==> src/rtl/hci_resp_pkg.sv <==
// Shared constants, reply kinds and byte tables for the HCI link responder.
// Assumes byte-wide packets with the indicator byte at index 0.
package hci_resp_pkg;

    typedef enum logic [1:0] {RK_NEG, RK_ALIVE, RK_VEND} reply_kind_e;

    localparam logic [7:0] T_CMD   = 8'h01;
    localparam logic [7:0] T_ACL   = 8'h02;
    localparam logic [7:0] T_SCO   = 8'h03;
    localparam logic [7:0] T_EVT   = 8'h04;
    localparam logic [7:0] T_NEG   = 8'h06;
    localparam logic [7:0] T_ALIVE = 8'h07;

    localparam int ECHO_N    = 7;   // echoed negotiation bytes
    localparam int ECHO_BASE = 3;   // reply position of the first echo byte
    localparam int NEG_LEN   = 12;
    localparam int ALIVE_LEN = 4;

    // Expected negotiation byte at position i.
    function automatic logic [7:0] neg_tmpl(input logic [3:0] i);
        case (i)
            4'd0:    return 8'h06;
            4'd1:    return 8'h0A;
            4'd3:    return 8'hA0;
            4'd4:    return 8'h01;
            4'd7:    return 8'h4C;
            4'd9:    return 8'h96;
            default: return 8'h00;
        endcase
    endfunction

    // Number of bytes in each reply.
    function automatic logic [4:0] reply_len(input reply_kind_e k);
        case (k)
            RK_NEG:   return 5'd12;
            RK_ALIVE: return 5'd4;
            default:  return 5'd14;
        endcase
    endfunction

    // Reply byte n of kind k; echo_b supplies the echoed negotiation byte.
    function automatic logic [7:0] reply_byte(input reply_kind_e k,
                                              input logic [4:0] n,
                                              input logic [7:0] echo_b);
        case (k)
            RK_NEG: begin
                case (n)
                    5'd0:         return 8'h06;
                    5'd1:         return 8'h0A;
                    5'd2:         return 8'h20;
                    5'd10, 5'd11: return 8'hFF;
                    default:      return echo_b;
                endcase
            end
            RK_ALIVE: begin
                case (n)
                    5'd0:    return 8'h07;
                    5'd1:    return 8'h02;
                    5'd2:    return 8'hCC;
                    default: return 8'h00;
                endcase
            end
            default: begin
                case (n)
                    5'd0:    return 8'h04;
                    5'd1:    return 8'hFF;
                    5'd2:    return 8'h0B;
                    default: return 8'h00;
                endcase
            end
        endcase
    endfunction

endpackage

==> src/rtl/hci_reply_gen.sv <==
// Reply sequencer: on start, emits the bytes of one reply kind into the
// outbound queue, one per cycle while q_full is low. Also stores the
// negotiation bytes that the reply echoes. Assumes start never arrives
// while busy (the top holds input ready low then).
module hci_reply_gen
    import hci_resp_pkg::*;
#(
    parameter int CNT_W = 5
) (
    input  logic        clk,
    input  logic        rst_n,
    input  logic        start,
    input  reply_kind_e kind,
    input  logic        echo_we,
    input  logic [2:0]  echo_sel,
    input  logic [7:0]  echo_byte,
    input  logic        q_full,
    output logic        busy,
    output logic        q_wr,
    output logic [7:0]  q_data
);

    logic [7:0]       echo_q [ECHO_N];
    logic             active_q;
    logic [CNT_W-1:0] cnt_q;
    reply_kind_e      kind_q;
    logic [7:0]       echo_b;
    logic [CNT_W-1:0] echo_idx;

    // Store negotiation bytes as they pass, for the echo.
    always_ff @(posedge clk) begin
        if (echo_we) echo_q[echo_sel] <= echo_byte;
    end

    // Pick the echoed byte for the current reply position.
    always_comb begin
        echo_idx = cnt_q - CNT_W'(ECHO_BASE);
        echo_b   = 8'h00;
        if (cnt_q >= CNT_W'(ECHO_BASE) && cnt_q < CNT_W'(ECHO_BASE + ECHO_N))
            echo_b = echo_q[echo_idx[2:0]];
    end

    assign busy   = active_q;
    assign q_wr   = active_q & ~q_full;
    assign q_data = reply_byte(kind_q, 5'(cnt_q), echo_b);

    // Step through the reply, holding while the queue is full.
    always_ff @(posedge clk) begin
        if (!rst_n) begin
            active_q <= 1'b0;
            cnt_q    <= '0;
            kind_q   <= RK_NEG;
        end else if (start) begin
            active_q <= 1'b1;
            cnt_q    <= '0;
            kind_q   <= kind;
        end else if (q_wr) begin
            if (5'(cnt_q) == reply_len(kind_q) - 5'd1) active_q <= 1'b0;
            cnt_q <= cnt_q + 1'b1;
        end
    end

    // a full queue freezes the reply position.
    a_r10_hold_when_full: assert property (@(posedge clk) disable iff (!rst_n)
        (active_q && q_full) |=> (active_q && cnt_q == $past(cnt_q)));

    // every reply opens with its own indicator.
    a_r2_reply_head: assert property (@(posedge clk) disable iff (!rst_n)
        (q_wr && cnt_q == '0) |-> (q_data == 8'h06 || q_data == 8'h07 || q_data == 8'h04));

endmodule

==> src/rtl/hci_fwd_lag.sv <==
// Forward path: passes ACL/SCO bytes through one register stage. Command
// bytes go out one beat late, so that the opcode high byte can mark a
// vendor command (kept local) before anything leaves. A one-cycle flush
// emits the held final byte. Assumes the consumer always accepts.
module hci_fwd_lag (
    input  logic       clk,
    input  logic       rst_n,
    input  logic       beat,
    input  logic [7:0] in_data,
    input  logic       in_last,
    input  logic       is_cmd,
    input  logic       is_pass,
    input  logic       idx_one,
    input  logic       idx_two,
    input  logic       idx_ge1,
    input  logic       vend_hit,
    output logic       flush,
    output logic       fwd_valid,
    output logic [7:0] fwd_data,
    output logic       fwd_last
);

    logic [7:0] held_q;
    logic       lag_q;
    logic       flush_q;

    assign flush = flush_q;

    // Forward pass-through bytes directly and command bytes with a one-beat lag.
    always_ff @(posedge clk) begin
        if (!rst_n) begin
            fwd_valid <= 1'b0;
            fwd_last  <= 1'b0;
            fwd_data  <= 8'h00;
            held_q    <= 8'h00;
            lag_q     <= 1'b0;
            flush_q   <= 1'b0;
        end else begin
            fwd_valid <= 1'b0;
            fwd_last  <= 1'b0;
            if (flush_q) begin
                fwd_valid <= 1'b1;
                fwd_last  <= 1'b1;
                fwd_data  <= held_q;
                flush_q   <= 1'b0;
            end else if (beat && idx_ge1) begin
                if (is_pass) begin
                    fwd_valid <= 1'b1;
                    fwd_data  <= in_data;
                    fwd_last  <= in_last;
                end else if (is_cmd) begin
                    if (idx_one) begin
                        held_q <= in_data;
                        if (in_last) begin
                            fwd_valid <= 1'b1;
                            fwd_data  <= in_data;
                            fwd_last  <= 1'b1;
                        end
                    end else if ((idx_two && !vend_hit) || lag_q) begin
                        fwd_valid <= 1'b1;
                        fwd_data  <= held_q;
                        held_q    <= in_data;
                        lag_q     <= !in_last;
                        flush_q   <= in_last;
                    end
                end
            end
        end
    end

    // a packet end marker only rides on a valid byte.
    a_r8_last_needs_valid: assert property (@(posedge clk) disable iff (!rst_n)
        fwd_last |-> fwd_valid);

    // a flush cycle always delivers the closing command byte.
    a_r11_flush_closes: assert property (@(posedge clk) disable iff (!rst_n)
        flush_q |=> (fwd_valid && fwd_last));

endmodule

==> src/rtl/hci_addr_grab.sv <==
// Device address capture: collects six bytes of a firmware record at
// permuted positions, plus two marker bytes, and loads the 48-bit address
// when the top flags a qualifying record end that is long enough.
// Assumes idx counts bytes from 0 at the indicator.
module hci_addr_grab #(
    parameter int IDX_W    = 8,
    parameter int MARK_IDX = 16,
    parameter int ADDR_IDX = 22
) (
    input  logic             clk,
    input  logic             rst_n,
    input  logic             beat,
    input  logic [IDX_W-1:0] idx,
    input  logic [7:0]       in_data,
    input  logic             commit,
    output logic [47:0]      dev_addr
);

    localparam int NBYTES   = 6;
    localparam int MIN_LAST = ADDR_IDX + 7;

    // Offset inside the address field that feeds address byte k.
    function automatic int slot_off(input int k);
        case (k)
            0:       return 7;
            1:       return 6;
            2:       return 4;
            3:       return 0;
            4:       return 3;
            default: return 2;
        endcase
    endfunction

    logic [NBYTES-1:0][7:0] tmp_q, tmp_n;
    logic mark_lo_q, mark_hi_q, mark_lo_n, mark_hi_n;

    for (genvar k = 0; k < NBYTES; k++) begin : g_slot
        assign tmp_n[k] = (beat && idx == IDX_W'(ADDR_IDX + slot_off(k))) ? in_data : tmp_q[k];
    end

    // Marker tests, restarted at each packet's indicator.
    always_comb begin
        mark_lo_n = mark_lo_q;
        mark_hi_n = mark_hi_q;
        if (beat && idx == '0) begin
            mark_lo_n = 1'b0;
            mark_hi_n = 1'b0;
        end
        if (beat && idx == IDX_W'(MARK_IDX))     mark_lo_n = (in_data == 8'h01);
        if (beat && idx == IDX_W'(MARK_IDX + 1)) mark_hi_n = (in_data == 8'h00);
    end

    // Hold the candidate bytes and load the address on a qualifying end.
    always_ff @(posedge clk) begin
        if (!rst_n) begin
            tmp_q     <= '0;
            mark_lo_q <= 1'b0;
            mark_hi_q <= 1'b0;
            dev_addr  <= '0;
        end else begin
            tmp_q     <= tmp_n;
            mark_lo_q <= mark_lo_n;
            mark_hi_q <= mark_hi_n;
            if (commit && mark_lo_n && mark_hi_n && idx >= IDX_W'(MIN_LAST))
                dev_addr <= tmp_n;
        end
    end

    // the address moves only right after a record-end commit.
    a_r7_addr_on_commit: assert property (@(posedge clk) disable iff (!rst_n)
        !$stable(dev_addr) |-> $past(commit));

endmodule

==> src/rtl/hci_link_responder.sv <==
// HCI link control responder (top). Classifies each incoming packet by its
// indicator and answers negotiation, keep-alive and vendor firmware records
// locally. Forwards other command/ACL/SCO traffic, loads a device address
// from firmware records, and pulses pkt_err for rejected packets. Assumes
// whole packets arrive with in_last on the final byte.
module hci_link_responder
    import hci_resp_pkg::*;
#(
    parameter int IDX_W = 8
) (
    input  logic        clk,
    input  logic        rst_n,
    input  logic        in_valid,
    input  logic [7:0]  in_data,
    input  logic        in_last,
    output logic        in_ready,
    output logic        fwd_valid,
    output logic [7:0]  fwd_data,
    output logic        fwd_last,
    input  logic        q_full,
    output logic        q_wr,
    output logic [7:0]  q_data,
    output logic [47:0] dev_addr,
    output logic        pkt_err
);

    localparam logic [IDX_W-1:0] IDX_MAX = '1;
    localparam int REC_DATA_OFS = 4;
    localparam int MARK_IDX     = REC_DATA_OFS + 12;
    localparam int ADDR_IDX     = REC_DATA_OFS + 18;

    logic             beat, pkt_end, first, known;
    logic [IDX_W-1:0] idx_q;
    logic [7:0]       ptype_q, cur_type;
    logic             neg_ok_q, alive_ok_q, vend_q, ocf0_q, pkt_err_q;
    logic             neg_ok_n, alive_ok_n, vend_n, ocf0_n;
    logic             is_cmd, is_pass, neg_good, alive_good, vend_end, vend_good, bad;
    logic             rep_busy, flush, start, echo_we;
    reply_kind_e      kind;

    assign beat     = in_valid & in_ready;
    assign pkt_end  = beat & in_last;
    assign first    = (idx_q == '0);
    assign in_ready = ~rep_busy & ~flush;
    assign pkt_err  = pkt_err_q;

    // Per-byte pattern tests, folding in the current byte.
    always_comb begin
        cur_type   = first ? in_data : ptype_q;
        neg_ok_n   = (first | neg_ok_q) & (idx_q < IDX_W'(NEG_LEN))
                   & (in_data == neg_tmpl(idx_q[3:0]));
        alive_ok_n = (first | alive_ok_q) & (idx_q < IDX_W'(ALIVE_LEN))
                   & !(idx_q == IDX_W'(2) && in_data != 8'h55)
                   & !(idx_q == IDX_W'(3) && in_data != 8'h00);
        if (idx_q < IDX_W'(2))       vend_n = 1'b0;
        else if (idx_q == IDX_W'(2)) vend_n = (in_data[7:2] == 6'h3F);
        else                         vend_n = vend_q;
        if (idx_q == IDX_W'(1))      ocf0_n = (in_data == 8'h00);
        else if (idx_q == IDX_W'(2)) ocf0_n = ocf0_q & (in_data[1:0] == 2'b00);
        else                         ocf0_n = ocf0_q;
    end

    // Packet-end decisions: reply, reject or leave to the forward path.
    always_comb begin
        is_cmd     = (cur_type == T_CMD);
        is_pass    = (cur_type == T_ACL) | (cur_type == T_SCO);
        known      = is_cmd | is_pass | (cur_type == T_NEG) | (cur_type == T_ALIVE);
        neg_good   = pkt_end & (cur_type == T_NEG) & neg_ok_n & (idx_q == IDX_W'(NEG_LEN - 1));
        alive_good = pkt_end & (cur_type == T_ALIVE) & alive_ok_n & (idx_q == IDX_W'(ALIVE_LEN - 1));
        vend_end   = pkt_end & is_cmd & vend_n;
        vend_good  = vend_end & ocf0_n;
        bad        = pkt_end & (((cur_type == T_NEG) & !neg_good)
                              | ((cur_type == T_ALIVE) & !alive_good)
                              | (vend_end & !ocf0_n)
                              | !known);
        start      = neg_good | alive_good | vend_good;
        kind       = neg_good ? RK_NEG : (alive_good ? RK_ALIVE : RK_VEND);
        echo_we    = beat & (idx_q >= IDX_W'(2)) & (idx_q < IDX_W'(2 + ECHO_N));
    end

    // Track byte position, packet type and running test results.
    always_ff @(posedge clk) begin
        if (!rst_n) begin
            idx_q      <= '0;
            ptype_q    <= 8'h00;
            neg_ok_q   <= 1'b0;
            alive_ok_q <= 1'b0;
            vend_q     <= 1'b0;
            ocf0_q     <= 1'b0;
            pkt_err_q  <= 1'b0;
        end else begin
            pkt_err_q <= bad;
            if (beat) begin
                if (first) ptype_q <= in_data;
                neg_ok_q   <= neg_ok_n;
                alive_ok_q <= alive_ok_n;
                vend_q     <= vend_n;
                ocf0_q     <= ocf0_n;
                if (in_last)               idx_q <= '0;
                else if (idx_q != IDX_MAX) idx_q <= idx_q + 1'b1;
            end
        end
    end

    hci_reply_gen #(.CNT_W(5)) u_reply (
        .clk       (clk),
        .rst_n     (rst_n),
        .start     (start),
        .kind      (kind),
        .echo_we   (echo_we),
        .echo_sel  (3'(idx_q - IDX_W'(2))),
        .echo_byte (in_data),
        .q_full    (q_full),
        .busy      (rep_busy),
        .q_wr      (q_wr),
        .q_data    (q_data)
    );

    hci_fwd_lag u_fwd (
        .clk       (clk),
        .rst_n     (rst_n),
        .beat      (beat),
        .in_data   (in_data),
        .in_last   (in_last),
        .is_cmd    (is_cmd),
        .is_pass   (is_pass),
        .idx_one   (idx_q == IDX_W'(1)),
        .idx_two   (idx_q == IDX_W'(2)),
        .idx_ge1   (!first),
        .vend_hit  (vend_n),
        .flush     (flush),
        .fwd_valid (fwd_valid),
        .fwd_data  (fwd_data),
        .fwd_last  (fwd_last)
    );

    hci_addr_grab #(.IDX_W(IDX_W), .MARK_IDX(MARK_IDX), .ADDR_IDX(ADDR_IDX)) u_addr (
        .clk      (clk),
        .rst_n    (rst_n),
        .beat     (beat),
        .idx      (idx_q),
        .in_data  (in_data),
        .commit   (vend_good),
        .dev_addr (dev_addr)
    );

    // an event packet from the host is rejected with no reply.
    a_r9_event_rejected: assert property (@(posedge clk) disable iff (!rst_n)
        (pkt_end && cur_type == T_EVT) |=> (pkt_err && !rep_busy));

    // a rejection never coincides with a running reply.
    a_r12_err_without_reply: assert property (@(posedge clk) disable iff (!rst_n)
        pkt_err |-> !rep_busy);

    // forwarding and replying never share a cycle.
    a_r8_no_mixed_output: assert property (@(posedge clk) disable iff (!rst_n)
        fwd_valid |-> !q_wr);

endmodule

==> config.mk <==
export PLATFORM = sky130hd
export DESIGN_NAME = hci_link_responder
export DESIGN_NICKNAME = d
export VERILOG_FILES = /design/src/rtl/hci_resp_pkg.sv /design/src/rtl/hci_reply_gen.sv /design/src/rtl/hci_fwd_lag.sv /design/src/rtl/hci_addr_grab.sv /design/src/rtl/hci_link_responder.sv
export SDC_FILE = /design/constraint.sdc
export NUM_CORES = 1
export LEC_CHECK = 0
export BUFFER_PORTS_ARGS = -buffer_cell sky130_fd_sc_hd__buf_2
export CAP_MARGIN = 20
export CORE_MARGIN = 4
export CORE_UTILIZATION = 40
export DETAILED_ROUTE_END_ITERATION = 16
export GPL_ROUTABILITY_DRIVEN = 0
export PLACE_DENSITY = 0.67
export REMOVE_ABC_BUFFERS = 1
export SKIP_CTS_REPAIR_TIMING = 1
export SYNTH_ARGS = -nofsm -noshare
export SYNTH_HDL_FRONTEND = slang
export SYNTH_SLANG_ARGS = --single-unit
==> constraint.sdc <==
create_clock -name clk -period 4.4 [get_ports clk]
set_input_delay 0.88 -clock clk [delete_from_list [all_inputs] [get_ports clk]]
set_output_delay 0.88 -clock clk [all_outputs]
set_load 0.01 [all_outputs]
==> results of run 1 <==
## worst max-delay path by stage
stage          slack (ns)  depth (start not counted)                               to                     startpoint
6_report             0.44                          8                        q_data[2]  u_reply.cnt_q[1]$_SDFFE_PP0P_
5_1_grt              0.22                          8                        q_data[2]  u_reply.cnt_q[1]$_SDFFE_PP0P_
4_1_cts              0.47                          8                        q_data[2]  u_reply.cnt_q[1]$_SDFFE_PP0P_
3_5_place_dp         0.72                          9  u_addr.dev_addr[7]$_SDFFE_PN0P_                     in_data[5]
3_3_place_gp         0.82                          9  u_addr.dev_addr[0]$_SDFFE_PN0P_                     in_data[5]
2_1_floorplan       -0.26                          6  u_addr.dev_addr[0]$_SDFFE_PN0P_                       in_valid
## placed cells by master (no fill, tap or decap), types with 19 or more instances in the layout
cell	instances
buf_2	81
mux2i_1	82
dfxtp_1	147
nand2_1	86
o21ai_1	19
a21oi_1	41
o21ai_0	65
buf_4	29
nor3_1	22
edfxtp_1	56
clkbuf_16	24
nor2_1	118
or4_1	49
## metrics by stage
step	hold slack (ns)	utilization	std cells	setup TNS [ns]
floorplan	0.4475	-	867	-10.80
global placement	0.4345	0.4345	1262	0
CTS	0.4496	0.4679	1302	0
detailed placement	0.4398	0.4345	1262	0
finish	0.4471	0.4679	1302	0
global route	0.4629	0.4679	1302	0
## power by group through the flow
| stage | Combinational (mW) | Sequential, mW | Clock, mW |
|---|---|---|---|
| 2_1_floorplan | 0.0821 | 1.97 | 0 |
| 3_3_place_gp | 0.166 | 1.98 | 0 |
| 3_5_place_dp | 0.168 | 1.98 | 0 |
| 4_1_cts | 0.169 | 1.94 | 1.93 |
| 5_1_grt | 0.186 | 1.94 | 2.02 |
| 6_report | 0.170 | 1.94 | 1.89 |
## critical path: stages, from the launching register on
cell,delay [ns]
dfxtp_1,0.39
inv_1,0.14
ha_1,0.66
mux4_2,0.41
nand2_1,0.08
o21ai_0,0.09
a2111oi_0,0.51
o21ai_0,0.15
buf_2,0.16
## metal layers
layer | vias to the layer above | track usage | part of all wire
li1 | 3532 | - | -
met1 | 3464 | 0.2460 | 0.47
met2 | 193 | 0.2862 | 0.45
met3 | 32 | 0.03184 | 0.057
met4 | 0 | 0.04615 | 0.018
met5 | - | 0 | 0
## flip-flops by register name (all words and copies together), names as in the netlist
register / count
u_fwd.flush: 1
u_fwd.held_q: 8
u_reply.busy: 1
pkt_err: 1
u_reply.kind_q: 2
u_addr.tmp_q: 48
u_fwd.fwd_data: 8
u_fwd.lag_q: 1
u_addr.mark_hi_q: 1
alive_ok_q: 1
u_reply.cnt_q: 5
neg_ok_q: 1
u_fwd.fwd_valid: 1
ptype_q: 8
idx_q: 8
u_addr.dev_addr: 48
u_reply.echo_q: 56
u_addr.mark_lo_q: 1
u_fwd.fwd_last: 1
vend_q: 1
ocf0_q: 1
## cell families after synthesis
logic type | after synthesis
muxes | 90
DFF | 203
AOI/OAI and AO/OA | 183
buffers and inverters | 91
xor gates and xnor gates | 8
and+or+nand+nor | 360
adders and majority gates | 9
## cell type report
class | instances | area [um2]
tap | 285 | 356.6
multi-input combinational | 650 | 4180
clock buffer | 34 | 678.2
inverter | 14 | 52.55
sequential | 203 | 4624
timing repair buffer | 110 | 623.1
clock inverter | 6 | 77.57
fill | 2135 | 12050
==> flow_metrics.tcl, run 1 <==
set metrics [dict create \
    clkPwrFrac 0.474 \
    clk_latency_ns 0.50 \
    r2r_cells 10 \
    firstDrtPassIters 5 \
    whs_endpoint "u_addr.dev_addr[30]$_SDFFE_PN0P_" \
    synth_top_family_by_area "simple AND/OR/NAND/NOR gates" \
    dieWidth_um 159.5 \
    maxClockFrequency_mhz 252.3 \
    arrival_ns 3.08 \
    die_area_um2 25440 \
    whs_path_depth 2 \
    drt-total-wl_um 23060 \
    seq_power_share 0.484 \
    worstSetupPathType "reg -> out" \
    synth_common_cells "147 x dfxtp_1, 119 x nor2_1, 86 x nand2_1" \
    drtAntennaViolNets 0 \
    grt_pass1_vias 6992 \
    switching_share 0.2117 \
    avgViaCountPerCell 5.546 \
    clkSinkCount 203 \
    p_sw_uw 846.5 \
    design_area_um2 10590 \
    p_int_mw 3.152 \
    skew_ns 0.007259 \
    cts_tree "built" \
    tightestPinTransition_ns 0.9006 \
    worstPathRequired_ns 3.52 \
    cts-buffers-inserted 22 \
    min_from "u_addr.dev_addr[30]$_SDFFE_PN0P_" \
    synth_xor_area_frac 0.007633 \
    h-tree-depth 1 \
    maxSlewHeadroom 0.3974 \
    layout_setup_ws_ns 0.4361 \
    drc 0 \
    yosys_warnings 0 \
    r2r_start "idx_q[0]$_SDFFE_PN0P_" \
    hold_class "reg -> reg" \
    ys_ff_latch 203 \
    clk_pin_slew_ns 0.06 \
    finalNetCount 1023 \
    post_drt_wl_per_cell_um 17.71 \
    yosysMostFrequentCell "dfxtp_1" \
    synth_area_leaders "dfxtp_1 32%, edfxtp_1 18%, mux2i_1 8.9%" \
    endpoint_kind "output pin" \
    synth.avg_cell_area_um2 9.725 \
    startpoint_type "flop" \
    timing.final.crit_share 0.9009 \
    max-clock-path-buffers 3 \
    r2r_end "u_addr.dev_addr[2]$_SDFFE_PN0P_" \
    post-dp-hpwl_um 14890 \
    num_antenna_cells 0 \
    synth.area.mux_share 0.1090 \
    peakVddDrop_mv 0.2841 \
    design.core.area_um2 22640 \
    synth_compound_area_frac 0.1221 \
    via_count 7221 \
    grt_use_total 0.1770 \
    rsz0062_at_grt "false" \
    power.leakage_nw 3.884 \
    initial_core_util 0.4055 \
    yosys.area_share.simple 0.2040 \
    drt_iter0_drc 424 \
    grt_antenna_before_repair 0 \
    slew_viol_final 0 \
    areaGrowthSynthToFinish_pct 15.39 \
    status "completed" \
    std_cell_rows 55 \
    max-cap-violations 0 \
    regToRegSetupSlack_ns 1.07 \
    min_period_ns 3.964 \
    finalPower_mw 3.999 \
    dpl_cell_area_um2 9837 \
    grt_pass1_wl_um 37550 \
    powerDensity_nw_per_um2 377.5 \
    port_buffers 81 \
    async_flop_share 0 \
    ys.flop_type "dfxtp_1" \
    synthAdderAreaFrac 0.01227 \
    syn-instance-count 944 \
    power_frac_comb 0.042 \
    pre_cts_ws_ns 0.7218 \
    yosys.area.top_type "dfxtp_1" \
    final_hold_viol_count 0 \
    synth_edf_count 56 \
    yosysTopAreaCellShare 0.3206 \
    cts-root-buf "clkbuf_16" \
    setup_viol 0 \
    grt_overflow 0 \
    ys_types 75 \
    drive_above_1_share 0.1731 \
    io_pins 82 \
    grt_max_degree 69 \
    synth_area_um2 9180 \
    cp_max_fo 15 \
    seq_area_frac_synth 0.5037 \
    fp.dieH_um 159.5 \
]
Power figures use the tool's default switching activity.
==> inputs of run 2 (changes only) <==
--- a/config.mk
+++ b/config.mk
@@ -16,4 +16,5 @@
 export SKIP_CTS_REPAIR_TIMING = 1
 export SYNTH_ARGS = -nofsm -noshare
 export SYNTH_HDL_FRONTEND = slang
+export SYNTH_HIERARCHICAL = 1
 export SYNTH_SLANG_ARGS = --single-unit
==> flow_metrics.tcl, run 2 <==
set metrics [dict create \
    endpoint_kind "output pin" \
    drt_iter0_drc 333 \
    slowest_stage "o32ai_1" \
    dieWidth_um 162.1 \
    fin_cells 1279 \
    port_buffers 81 \
    powerDensity_nw_per_um2 362.7 \
    fp.dieH_um 162.1 \
    post-route-util 0.4770 \
    grt_max_degree 87 \
    syn-instance-count 848 \
    ys_types 83 \
    areaGrowthSynthToFinish_pct 17.47 \
    avgViaCountPerCell 5.056 \
    yosysMostFrequentCell "dfxtp_1" \
    final_common_cell "dfxtp_1" \
    slew_viol_final 0 \
    finalNetCount 967 \
    maxClockFrequency_mhz 261.9 \
    yosysTopAreaCellShare 0.3097 \
    cp_max_fo 20 \
    clkSinkCount 203 \
    grt_overflow 0 \
    peakVddDrop_mv 0.2682 \
    skew_ns 0.009006 \
    io_pins 82 \
    r2r_end "u_addr/dev_addr[35]$_SDFFE_PN0P_" \
    max-clock-path-buffers 3 \
    top_register "u_reply/echo_q" \
    cts-root-buf "clkbuf_16" \
    synth_area_um2 9503 \
    dpl_cell_area_um2 10360 \
    synth_area_leaders "dfxtp_1 31%, edfxtp_1 18%, mux2i_1 8.7%" \
    design_area_um2 11160 \
    drt-total-wl_um 21210 \
    layout_common_cells "147 x dfxtp_1, 83 x mux2i_1, 80 x buf_2, 73 x nor2b_1, 56 x edfxtp_1" \
    place_inst 1239 \
    max-cap-violations 0 \
    h-tree-depth 1 \
    whs_endpoint "u_fwd/fwd_data[0]$_SDFFE_PN0P_" \
    hold_class "reg -> reg" \
    design.core.area_um2 23400 \
    ys.flop_type "dfxtp_1" \
    arrival_ns 2.94 \
    cts-buffers-inserted 22 \
    fillCellCount 2155 \
    clk_latency_ns 0.50 \
    min_period_ns 3.818 \
    tns_ns 0 \
    initial_core_util 0.4061 \
    largest_reg_flops 56 \
    final_hold_viol_count 0 \
    drtAntennaViolNets 0 \
    top_regs "u_reply/echo_q: 56 flops, u_addr/dev_addr: 48 flops, u_addr/tmp_q: 48 flops" \
    synth_common_cells "147 x dfxtp_1, 83 x mux2i_1, 73 x nor2b_1" \
    tightestPinTransition_ns 0.8105 \
    synth_edf_count 56 \
    post-dp-hpwl_um 14060 \
    cts_tree "built" \
    whs_path_depth 2 \
    worstPathRequired_ns 3.52 \
    clk_pin_slew_ns 0.06 \
    grt_antenna_before_repair 0 \
    regToRegSetupSlack_ns 0.87 \
    r2r_cells 10 \
    synth.avg_cell_area_um2 11.21 \
    via_count 6466 \
    grt_pass1_wl_um 34470 \
    yosys.area.top_type "dfxtp_1" \
    power.leakage_nw 4.494 \
    die_area_um2 26290 \
    ys_ff_latch 203 \
    drc 0 \
    grt_use_total 0.1598 \
    cpPeakStageDelay_ns 0.57 \
    async_flop_share 0 \
    maxSlewHeadroom 0.4576 \
    drive_above_1_share 0.2615 \
    std_cell_rows 56 \
    post_drt_wl_per_cell_um 16.58 \
    rsz0062_at_grt "false" \
    yosys_warnings 6 \
    timing.final.crit_share 0.8677 \
    status "completed" \
    firstDrtPassIters 5 \
    grt_pass1_vias 6418 \
    min_from "u_fwd/fwd_data[0]$_SDFFE_PN0P_" \
    setup_viol 0 \
    crit_chain "buf_4, ha_1, a211oi_1, o32ai_1, nand2_1, a21oi_1, a221o_1, buf_2" \
    r2r_start "idx_q[0]$_SDFFE_PN0P_" \
    num_antenna_cells 0 \
    seq_area_frac_synth 0.4866 \
    worstSetupPathType "reg -> out" \
    startpoint_type "flop" \
]
==> run 2: cell families (layout without fill, tap and decap cells) <==
logic type               count (synthesis)  after routing  share of synthesized area
adder cells (fa/ha/maj)                 10             10                    0.01317
AO/OA/AOI/OAI                           94             94                    0.07518
flip-flops                             203            203                     0.4866
AND/OR/NAND/NOR                        317            317                     0.1949
buffers and inverters                   57            169                    0.02923
XOR/XNOR                                16             16                    0.01554
multiplexers                           151            151                     0.1854
==> run 2: final cells by class <==
class	instances	area, um2	area share
Clock buffer	32	711.9	0.06377
Timing Repair Buffer	113	660.6	0.05918
Multi-Input combinational cell	588	4616	0.4135
Tap cell	319	399.1	0.03575
Inverter	16	62.56	0.005604
Clock inverter	8	88.84	0.007958
Sequential cell	203	4624	0.4143
==> run 2: per-stage QoR <==
stage | power, mW | setup WS, ns | hold WS (ns)
floorplan | 2.053 | 0.1108 | 0.4410
global placement | 2.136 | 0.7673 | 0.4470
detailed placement | 2.137 | 0.6891 | 0.4510
CTS | 4.098 | 0.5643 | 0.4658
global route | 4.187 | 0.3244 | 0.4911
finish | 4.049 | 0.5822 | 0.4580
==> run 2: worst max-delay path by stage <==
| stage | from | end | cells after the start | slack [ns] |
|---|---|---|---|---|
| 2_1_floorplan | in_valid | u_addr/dev_addr[16]$_SDFFE_PN0P_ | 7 | 0.11 |
| 3_3_place_gp | in_valid | u_addr/dev_addr[47]$_SDFFE_PN0P_ | 9 | 0.77 |
| 3_5_place_dp | in_valid | u_addr/dev_addr[47]$_SDFFE_PN0P_ | 9 | 0.69 |
| 4_1_cts | u_reply/cnt_q[0]$_SDFFE_PP0P_ | q_data[0] | 8 | 0.56 |
| 5_1_grt | u_reply/cnt_q[0]$_SDFFE_PP0P_ | q_data[0] | 8 | 0.32 |
| 6_report | u_reply/cnt_q[0]$_SDFFE_PP0P_ | q_data[0] | 8 | 0.58 |
==> run 2: worst max-delay path: cells and delay by family, from the launching register on <==
kind	cells	cell delay, ns
DFF	1	0.32
adders and majority gates	1	0.38
buffers and inverters	2	0.45
AOI/OAI and AO/OA	4	1.17
and+or+nand+nor	1	0.11
==> run 2: metal layers <==
metal / part of all wire / track usage / wire length (um)
met1: 0.49 / 0.2332 / 10360
met2: 0.45 / 0.2511 / 9485
met3: 0.046 / 0.02436 / 978
met4: 0.018 / 0.03845 / 384
met5: 0 / 0 / 0
==> run 2: report_power, final <==
part	switching, mW	leakage [nW]	total, mW	internal (mW)
clock network	0.756	0.399	1.95	1.20
logic	0.106	2.41	0.163	0.0568
registers	0.00655	1.69	1.93	1.93
total	0.869	4.49	4.05	3.18
